<file path="src/rtl/mbox_pkg.sv">
package mbox_pkg;
  localparam int DW      = 32;
  localparam int NSLOT   = 8;
  localparam int MSG_W   = DW * NSLOT;
  localparam int NQ      = 4;
  localparam int LO_W    = 48;
  localparam int NIB_W   = 4;
  localparam int VFLD_W  = 16;
  localparam int OWN_BIT = 31;
  localparam int RST_BIT = 24;

  localparam logic [2:0] HDR_SLOT   = 3'd7;
  localparam logic [2:0] TYPE_OPEN  = 3'd1;
  localparam logic [2:0] TYPE_CLOSE = 3'd2;
  localparam logic [2:0] REQ_VER    = 3'd0;

  typedef enum logic [1:0] {
    RES_OK      = 2'd0,
    RES_TIMEOUT = 2'd1,
    RES_PROTO   = 2'd2,
    RES_BADARG  = 2'd3
  } res_e;

  typedef enum logic [1:0] {
    ST_IDLE,
    ST_READ,
    ST_GAP,
    ST_WRITE
  } state_e;
endpackage

</file>
<file path="src/rtl/mbox_packer.sv">
module mbox_packer
  import mbox_pkg::*;
#(
  parameter int ADDR_W  = 64,
  parameter int VEC_W   = 32,
  parameter int PAGE_SH = 12
) (
  input  logic [NQ-1:0][ADDR_W-1:0] q_addr,
  input  logic [VEC_W-1:0]          vec,
  input  logic                      is_close,
  input  logic                      rst_flag,
  output logic [MSG_W-1:0]          msg,
  output logic                      bad_arg
);
  localparam int FRM_W = ADDR_W - PAGE_SH;

  logic [NQ-1:0]       misalign;
  logic [NQ*LO_W-1:0]  lo_field;
  logic [NQ*NIB_W-1:0] hi_field;
  logic [DW-1:0]       hdr;

  for (genvar q = 0; q < NQ; q++) begin : g_q
    logic [FRM_W-1:0] frame;
    assign frame = q_addr[q][ADDR_W-1:PAGE_SH];
    assign lo_field[q*LO_W +: LO_W]   = frame[LO_W-1:0];
    assign hi_field[q*NIB_W +: NIB_W] = frame[FRM_W-1:LO_W];
    assign misalign[q] = |q_addr[q][PAGE_SH-1:0];
  end

  always_comb begin
    hdr          = '0;
    hdr[2:0]     = is_close ? TYPE_CLOSE : TYPE_OPEN;
    hdr[5:3]     = REQ_VER;
    hdr[RST_BIT] = rst_flag;
  end

  assign msg     = {hdr, vec[VFLD_W-1:0], hi_field, lo_field};
  assign bad_arg = !is_close && ((|misalign) || (|vec[VEC_W-1:VFLD_W]));
endmodule

</file>
<file path="src/rtl/mbox_resp_check.sv">
module mbox_resp_check
  import mbox_pkg::*;
(
  input  logic [2:0] req_type,
  input  logic [2:0] rsp_type,
  input  logic [2:0] rsp_ver,
  input  logic       rsp_dir,
  input  logic [7:0] rsp_status,
  output logic       accept
);
  assign accept = (rsp_type == req_type) && (rsp_ver <= REQ_VER) &&
                  rsp_dir && (rsp_status == 8'd0);
endmodule

</file>
<file path="src/rtl/mbox_req_ctrl.sv">
module mbox_req_ctrl
  import mbox_pkg::*;
#(
  parameter int ADDR_W     = 64,
  parameter int VEC_W      = 32,
  parameter int PAGE_SH    = 12,
  parameter int POLL_LIMIT = 20000,
  parameter int POLL_GAP   = 250000
) (
  input  logic              clk,
  input  logic              rst,
  input  logic              start,
  input  logic              cmd_close,
  input  logic              reset_req,
  input  logic [ADDR_W-1:0] eq_addr,
  input  logic [ADDR_W-1:0] cq_addr,
  input  logic [ADDR_W-1:0] rq_addr,
  input  logic [ADDR_W-1:0] sq_addr,
  input  logic [VEC_W-1:0]  irq_vec,
  output logic              bus_req,
  output logic              bus_we,
  output logic [2:0]        bus_addr,
  output logic [DW-1:0]     bus_wdata,
  input  logic              bus_ack,
  input  logic [DW-1:0]     bus_rdata,
  output logic              done,
  output logic [1:0]        result
);
  localparam int CNT_W = $clog2(POLL_LIMIT + 1);
  localparam int GAP_W = $clog2(POLL_GAP + 1);
  localparam logic [CNT_W-1:0] LAST_POLL = CNT_W'(POLL_LIMIT - 1);
  localparam logic [GAP_W-1:0] GAP_LOAD  = GAP_W'(POLL_GAP - 1);

  state_e             state;
  logic               in_resp;
  logic               is_close_q;
  logic               rst_flag_q;
  logic [MSG_W-1:0]   msg_c, msg_q;
  logic               bad_arg;
  logic               accept;
  logic [CNT_W-1:0]   poll_cnt;
  logic [GAP_W-1:0]   gap_cnt;
  logic [2:0]         first_slot, next_slot;

  mbox_packer #(.ADDR_W(ADDR_W), .VEC_W(VEC_W), .PAGE_SH(PAGE_SH)) u_pack (
    .q_addr  ({sq_addr, rq_addr, cq_addr, eq_addr}),
    .vec     (irq_vec),
    .is_close(cmd_close),
    .rst_flag(reset_req),
    .msg     (msg_c),
    .bad_arg (bad_arg)
  );

  mbox_resp_check u_chk_rsp (
    .req_type  (is_close_q ? TYPE_CLOSE : TYPE_OPEN),
    .rsp_type  (bus_rdata[2:0]),
    .rsp_ver   (bus_rdata[5:3]),
    .rsp_dir   (bus_rdata[7]),
    .rsp_status(bus_rdata[15:8]),
    .accept    (accept)
  );

  assign first_slot = is_close_q ? HDR_SLOT : 3'd0;
  assign next_slot  = bus_addr + 3'd1;

  always_ff @(posedge clk) begin
    if (rst) begin
      state      <= ST_IDLE;
      in_resp    <= 1'b0;
      is_close_q <= 1'b0;
      rst_flag_q <= 1'b0;
      msg_q      <= '0;
      poll_cnt   <= '0;
      gap_cnt    <= '0;
      bus_req    <= 1'b0;
      bus_we     <= 1'b0;
      bus_addr   <= '0;
      bus_wdata  <= '0;
      done       <= 1'b0;
      result     <= RES_OK;
    end else begin
      done <= 1'b0;
      unique case (state)
        ST_IDLE: if (start) begin
          is_close_q <= cmd_close;
          rst_flag_q <= reset_req;
          msg_q      <= msg_c;
          if (bad_arg) begin
            done   <= 1'b1;
            result <= RES_BADARG;
          end else begin
            state    <= ST_READ;
            in_resp  <= 1'b0;
            poll_cnt <= '0;
            bus_req  <= 1'b1;
            bus_we   <= 1'b0;
            bus_addr <= HDR_SLOT;
          end
        end
        ST_READ: if (bus_ack) begin
          bus_req <= 1'b0;
          if (in_resp && rst_flag_q && (&bus_rdata)) begin
            state  <= ST_IDLE;
            done   <= 1'b1;
            result <= RES_OK;
          end else if (!bus_rdata[OWN_BIT]) begin
            if (!in_resp) begin
              state     <= ST_WRITE;
              bus_req   <= 1'b1;
              bus_we    <= 1'b1;
              bus_addr  <= first_slot;
              bus_wdata <= msg_q[DW*int'(first_slot) +: DW];
            end else begin
              state  <= ST_IDLE;
              done   <= 1'b1;
              result <= accept ? RES_OK : RES_PROTO;
            end
          end else if (poll_cnt == LAST_POLL) begin
            state  <= ST_IDLE;
            done   <= 1'b1;
            result <= RES_TIMEOUT;
          end else begin
            poll_cnt <= poll_cnt + 1'b1;
            gap_cnt  <= GAP_LOAD;
            state    <= ST_GAP;
          end
        end
        ST_GAP: begin
          if (gap_cnt == '0) begin
            state    <= ST_READ;
            bus_req  <= 1'b1;
            bus_we   <= 1'b0;
            bus_addr <= HDR_SLOT;
          end else begin
            gap_cnt <= gap_cnt - 1'b1;
          end
        end
        ST_WRITE: if (bus_ack) begin
          if (bus_addr == HDR_SLOT) begin
            state    <= ST_READ;
            in_resp  <= 1'b1;
            poll_cnt <= '0;
            bus_we   <= 1'b0;
          end else begin
            bus_addr  <= next_slot;
            bus_wdata <= msg_q[DW*int'(next_slot) +: DW];
          end
        end
        default: state <= ST_IDLE;
      endcase
    end
  end
endmodule

</file>
<file path="config.mk">
export PLATFORM = sky130hd
export DESIGN_NAME = mbox_req_ctrl
export DESIGN_NICKNAME = d
export VERILOG_FILES = /design/src/rtl/mbox_pkg.sv /design/src/rtl/mbox_packer.sv /design/src/rtl/mbox_resp_check.sv /design/src/rtl/mbox_req_ctrl.sv
export SDC_FILE = /design/constraint.sdc
export NUM_CORES = 1
export LEC_CHECK = 0
export BUFFER_PORTS_ARGS = -buffer_cell sky130_fd_sc_hd__buf_2
export CAP_MARGIN = 20
export CORE_MARGIN = 4
export CORE_UTILIZATION = 42
export CTS_CLUSTER_SIZE = 12
export DETAILED_ROUTE_END_ITERATION = 12
export PLACE_DENSITY = 0.76
export SYNTH_ARGS = -nofsm -noshare
export SYNTH_HDL_FRONTEND = slang
export SYNTH_HIERARCHICAL = 1
export SYNTH_SLANG_ARGS = --single-unit
</file>
<file path="constraint.sdc">
create_clock -name clk -period 4.5 [get_ports clk]
set_input_delay 1.35 -clock clk [delete_from_list [all_inputs] [get_ports clk]]
set_output_delay 1.35 -clock clk [all_outputs]
set_load 0.01 [all_outputs]
</file>
=== After elaboration in Yosys (flattened, before gate mapping) ===
Index checks and enable logic that the tools add are counted.

* Logic and storage cells: 155
* Output and inout bits: 40
* Bits in registers: 306

* Reduce and logical (&&, ||, !) cells: 30
* Muxes and demuxes: 84
* $add $sub $neg: 3
* Equal/unequal tests: 22
* $lt $le $gt $ge: 1
* Shift operators: 2

{| class="wikitable"
|+ Operator list
! operator !! number
|-
| $shiftx A256 B9 Y32 || 2
|-
| $mux W32 || 6
|-
| $mux W15 || 8
|-
| $mux W18 || 5
|-
| $pmux W32 S2 || 1
|-
| $reduce_or A48 Y1 || 1
|-
| $pmux W15 S3 || 1
|-
| $mux W2 || 20
|-
| $pmux W18 S2 || 1
|-
| $reduce_and A32 Y1 || 1
|-
| $mux W3 || 10
|-
| $ne A2 B2 Y1 const B || 14
|-
| $reduce_and A9 Y1 || 3
|-
| $mux W1 || 25
|-
| $logic_not A18 Y1 || 1
|-
| $reduce_and A6 Y1 || 3
|-
| $sub A18 B1 Y18 const B || 1
|-
| $reduce_or A16 Y1 || 1
|-
| $add A15 B1 Y15 const B || 1
|-
| $eq A15 B15 Y1 const B || 1
|-
| $pmux W3 S4 || 1
|-
| $reduce_and A5 Y1 || 2
|-
| $logic_not A8 Y1 || 1
|-
| $ne A4 B4 Y1 const B || 2
|-
| other kinds (19) || 30
|}

=== Depth between registers and ports, before layout ===
* Depth after elaboration: 11
* Gate-level depth with buffers: 9

=== Modules after synthesis ===
Netlist, hierarchy kept.

{| class="wikitable"
|+ Modules (own cells, without submodules)
! module !! times used !! area each (µm²) !! seq. area each (µm²) !! cells each
|-
| mbox_req_ctrl || 1 || 13,937.1 || 6,686.4 || 1,649
|-
| mbox_packer || 1 || 2,064.5 || 0.0 || 278
|-
| mbox_resp_check || 1 || 67.6 || 0.0 || 9
|}

=== Worst setup path after synthesis ===
OpenSTA, ideal clock, no wires.

* Path type: input to register
* Start point: input irq_vec[22]
* End point: register poll_cnt[14]
* Arrival time: 3.609 ns
* Library setup time: 0.070 ns
* Stages on the path: 9
* Setup slack: 0.821 ns
* Path through: nor4_1 -> nand4_1 -> o41a_1 -> nor4b_2 -> inv_1 -> nand2_1 -> nand3_1 -> or4_2 -> a21oi_1

* Cells in the longest elaborated chain, start to end: 5

{| class="wikitable"
|+ Ends and longest elaborated chain
! element !! RTL line !! source
|-
| from (decl) || mbox_req_ctrl.sv:19 || <nowiki>input logic [VEC_W-1:0] irq_vec,</nowiki>
|-
| $reduce_or A16 Y1 || mbox_packer.sv:38 || <nowiki>assign bad_arg = !is_close && ((|misalign) || (|vec[VEC_W-1:VFLD_W]));</nowiki>
|-
| $logic_or A1 B1 Y1 || mbox_packer.sv:38 ||
|-
| $logic_and A1 B1 Y1 || mbox_packer.sv:38 ||
|-
| named net bad_arg || mbox_req_ctrl.sv:39 || <nowiki>logic bad_arg;</nowiki>
|-
| $ne A2 B2 Y1 (no source line) || -- ||
|-
| $reduce_and A9 Y1 (no source line) || -- ||
|-
| to (signal assigned) || mbox_req_ctrl.sv:123 || <nowiki>poll_cnt <= poll_cnt + 1'b1;</nowiki>
|-
| to (decl) || mbox_req_ctrl.sv:41 || <nowiki>logic [CNT_W-1:0] poll_cnt;</nowiki>
|}

The timed path passes the listed nets, and every way through them passes these cells.
A chain may end at the register's enable or synchronous reset.

=== Worst setup path in the final report ===
* Start point: input eq_addr[11]
* End point: register poll_cnt[14]

* Cells in the longest elaborated chain, start to end: 5

{| class="wikitable"
|+ Ends and longest elaborated chain
! element !! RTL line !! source
|-
| from (decl) || mbox_req_ctrl.sv:15 || <nowiki>input logic [ADDR_W-1:0] eq_addr,</nowiki>
|-
| $reduce_or A48 Y1 || mbox_packer.sv:38 ||
|-
| $logic_or A1 B1 Y1 || mbox_packer.sv:38 ||
|-
| $logic_and A1 B1 Y1 || mbox_packer.sv:38 ||
|-
| named net bad_arg || mbox_req_ctrl.sv:39 ||
|-
| $ne A2 B2 Y1 (no source line) || -- ||
|-
| $reduce_and A9 Y1 (no source line) || -- ||
|}

The timed path passes the listed nets, and every way through them passes these cells.

==> reports/metrics.csv <==
metric;value;unit
slew_violations;0;
routed-via-count;13300;
endpoint;poll_cnt[14];
critical_path.endpoint_type;flip-flop;
clkSlewWorstSetupHoldPaths;0.06;ns
syn_to_final_growth;10.3;%
tritoncts_clock_tree;built;
floorplan.initialDensity;42.7;%
post_synth_inst_count;1936;
avgSynthCellArea;8.30;um^2
clock_insertion_delay_worst_skew;0.54;ns
cts_made_buffers;38;
inst_count_dp;2480;
arrival_worst_endpoint;4.11;ns
pre_cts_slack;0.329;ns
power_density;506;nW/um^2
startpoint;eq_addr[11];
clockPowerShare;34.3;%
post_layout_nonfiller_instances;2547;
layout_worst_path_cycle_share;80.9;%
grt-ovfl-total;0;
synthesis.area;16100;um^2
drt-initial-drc-count;811;
total_leakage_power;0.00717;uW
final.setup.tns;0;ns
clockBufferDepth;3;
globalplace.congestion;0.828;
timing.final.crit_period;3.64;ns
p_int;6130;uW
ctsHoldBuffers;0;
timing_worst_setup_path_type;primary input to flip-flop;
drt_pre_antenna_iters;7;
reg2reg_from;state[1];
place.detailed.hpwl;31.6;mm
max-cap-violations;0;
routed_wire_length_per_instance;17.5;um
number_of_global_route_vias_before_repair;13000;
diodes;0;
mostFrequentLayoutCells;sky130_fd_sc_hd__nand2_1, sky130_fd_sc_hd__buf_2, sky130_fd_sc_hd__dfxtp_1;
yosysSeqAreaShare;41.6;%
cts.sinks;334;
yosys.cell_types.count;56;
hold_violations;0;
cts_setup_buffers;0;
switching_power;2850;uW
critPathRequiredTime;4.97;ns
placeableCoreArea;37700;um^2
top_fanout_value_on_the_critical_path;8;
route.final.wire_length;44.5;mm
combinationalPowerShare;25.3;%
reg2regPathDepth;6;
drcViolationCount;0;
tightest_slew;1.09;ns
final.setup.worst_slack;0.857;ns
crit_path_start_kind;primary input;
sw_frac_of_total;31.7;%
die_area;41500;um^2
ys_seq_elements;334;
grt_max_degree;108;
drtAntennaViolNets;0;
layout.cells.most_common;sky130_fd_sc_hd__nand2_1;
vdd_ir_drop_max;281;uV
post_synth_edffs;0;
cts-htree-levels;2;
synthArstFlopShare;0;%
final-setup-viol-count;0;
outcome;complete, no violations;
unrepaired_setup_endpoints_after_global_routing;false;
vias_per_cell;5.22;
timing.max_slew.rel_slack;27.3;%
slowest_stage;sky130_fd_sc_hd__or4_2;
port-buffer-count;365;
crit_path_cell_trace;buf_2, nor4_1, nand4_1, o41a_1, nor4b_2, inv_1, nand2_1, nand3_1, or4_2, a21oi_1;
die_extent_in_y;204;um
ys_dominant_reg_cell;sky130_fd_sc_hd__dfxtp_1;
grt_pass1_wl;68.3;mm
antenna_found_initial;3;
cts_root_buffer;sky130_fd_sc_hd__clkbuf_16;
hp-class;flip-flop to flip-flop;
top_level_ports;366;
global_route.usage.total;20.6;%
cts-resized-gates;0;
critPathMaxStageDelay;0.61;ns
fmax;275;MHz
synth.yosys.warnings;6;
fp-row-count;71;
place_area;16500;um^2
reg2reg_to;bus_wdata[8];
share_seq_of_total_power;40.4;%
fin_area;17700;um^2
drive_above_1_share;26.6;%
timing.clock.skew;0.0175;ns
rrSetupSlack;1.05;ns
fin_nets;2339;
die-width;204;um
## power by group through the flow
stage / Clock, uW / Sequential (uW) / Combinational (uW)
global placement: 0 / 3660 / 2230
floorplan: 0 / 3610 / 1750
finish: 3080 / 3630 / 2270
global route: 3270 / 3670 / 2540
CTS: 3150 / 3620 / 2290
detailed placement: 0 / 3680 / 2280
## kinds of logic after synthesis
group / after synthesis / synth area share (%)
muxes: 67 / 9.16
adders and majority gates: 4 / 0.311
xor gates and xnor gates: 12 / 0.654
AOI/OAI and AO/OA: 368 / 12.5
DFF: 334 / 41.6
and+or+nand+nor: 756 / 20.2
other: 2 / 0.0467
buffers and inverters: 393 / 15.6
## per-stage QoR
stage / utilization (%) / total power (uW) / hold slack, ns
floorplan: - / 5360 / 0.433
global placement: 43.7 / 5890 / 0.439
detailed placement: 43.7 / 5960 / 0.443
CTS: 47.1 / 9060 / 0.451
global route: 47.1 / 9480 / 0.469
finish: 47.1 / 8970 / 0.450
## cell type report
type / instances / area (um^2)
inverter: 12 / 45.0
multi-input combinational: 1237 / 7030
fill: 3651 / 19900
clock buffer: 59 / 1170
clock inverter: 8 / 78.8
timing repair buffer: 386 / 2070
sequential: 334 / 6690
tap: 511 / 639
## cells in the mapped netlist (3+ instances only)
cell type,number,area share (%)
sky130_fd_sc_hd__nor2_1,63,1.5
sky130_fd_sc_hd__o22ai_1,33,1.3
sky130_fd_sc_hd__o211ai_1,3,0.14
sky130_fd_sc_hd__a211oi_1,5,0.23
sky130_fd_sc_hd__nor4_2,4,0.31
sky130_fd_sc_hd__or4_1,4,0.19
sky130_fd_sc_hd__clkbuf_1,104,2.4
sky130_fd_sc_hd__o31ai_1,5,0.23
sky130_fd_sc_hd__dfxtp_1,334,42
sky130_fd_sc_hd__xnor2_1,8,0.44
sky130_fd_sc_hd__nand2_1,544,13
sky130_fd_sc_hd__or4_2,6,0.33
sky130_fd_sc_hd__a311oi_1,6,0.33
sky130_fd_sc_hd__mux4_2,64,9.0
sky130_fd_sc_hd__a221oi_1,6,0.33
sky130_fd_sc_hd__mux2i_1,3,0.19
sky130_fd_sc_hd__buf_4,255,12
sky130_fd_sc_hd__o21ai_0,13,0.40
sky130_fd_sc_hd__nor3_1,46,1.4
sky130_fd_sc_hd__a31oi_1,5,0.19
sky130_fd_sc_hd__buf_6,4,0.28
sky130_fd_sc_hd__or3_1,7,0.27
sky130_fd_sc_hd__ha_1,4,0.31
sky130_fd_sc_hd__or3_2,6,0.28
sky130_fd_sc_hd__nor4_1,20,0.78
sky130_fd_sc_hd__a21oi_1,284,8.8
sky130_fd_sc_hd__nand2b_1,8,0.31
sky130_fd_sc_hd__nor2b_1,3,0.12
sky130_fd_sc_hd__buf_2,15,0.47
sky130_fd_sc_hd__or2_2,3,0.12
sky130_fd_sc_hd__xor2_1,4,0.22
sky130_fd_sc_hd__nand4_1,17,0.66
sky130_fd_sc_hd__nand3_1,11,0.34
sky130_fd_sc_hd__inv_1,12,0.28
## registers in the layout, indices dropped and copies added, names as in the netlist, 2 cells and up
signal	count
bus_addr	3
bus_wdata	32
gap_cnt	18
msg_q	256
poll_cnt	15
result	2
state	2
## worst max-delay path, delay by kind of cell
| kind | cells | cell delay (ns) |
|---|---|---|
| and+or+nand+nor | 6 | 1.86 |
| AOI/OAI and AO/OA | 2 | 0.69 |
| buffers and inverters | 2 | 0.19 |
## worst min-delay path by stage
| stage | start | end | slack, ns | cells past startpoint |
|---|---|---|---|---|
| 6_report | msg_q[152] | msg_q[152] | 0.45 | 2 |
| 5_1_grt | msg_q[32] | msg_q[32] | 0.47 | 2 |
| 4_1_cts | msg_q[36] | msg_q[36] | 0.45 | 2 |
| 3_5_place_dp | msg_q[36] | msg_q[36] | 0.44 | 2 |
| 3_3_place_gp | msg_q[246] | msg_q[246] | 0.44 | 2 |
| 2_1_floorplan | msg_q[152] | msg_q[152] | 0.43 | 2 |
## per-layer routing
metal	wire length (um)	vias to the layer above	track usage (%)	share of wire (%)
met4	1750	6	8.53	3.9
met1	17400	6247	24.2	39
met3	3480	97	5.09	7.8
met2	21900	503	36.0	49
met5	37	-	0	0.083
li1	-	6442	-	-
(Power assumes the default switching activity.)
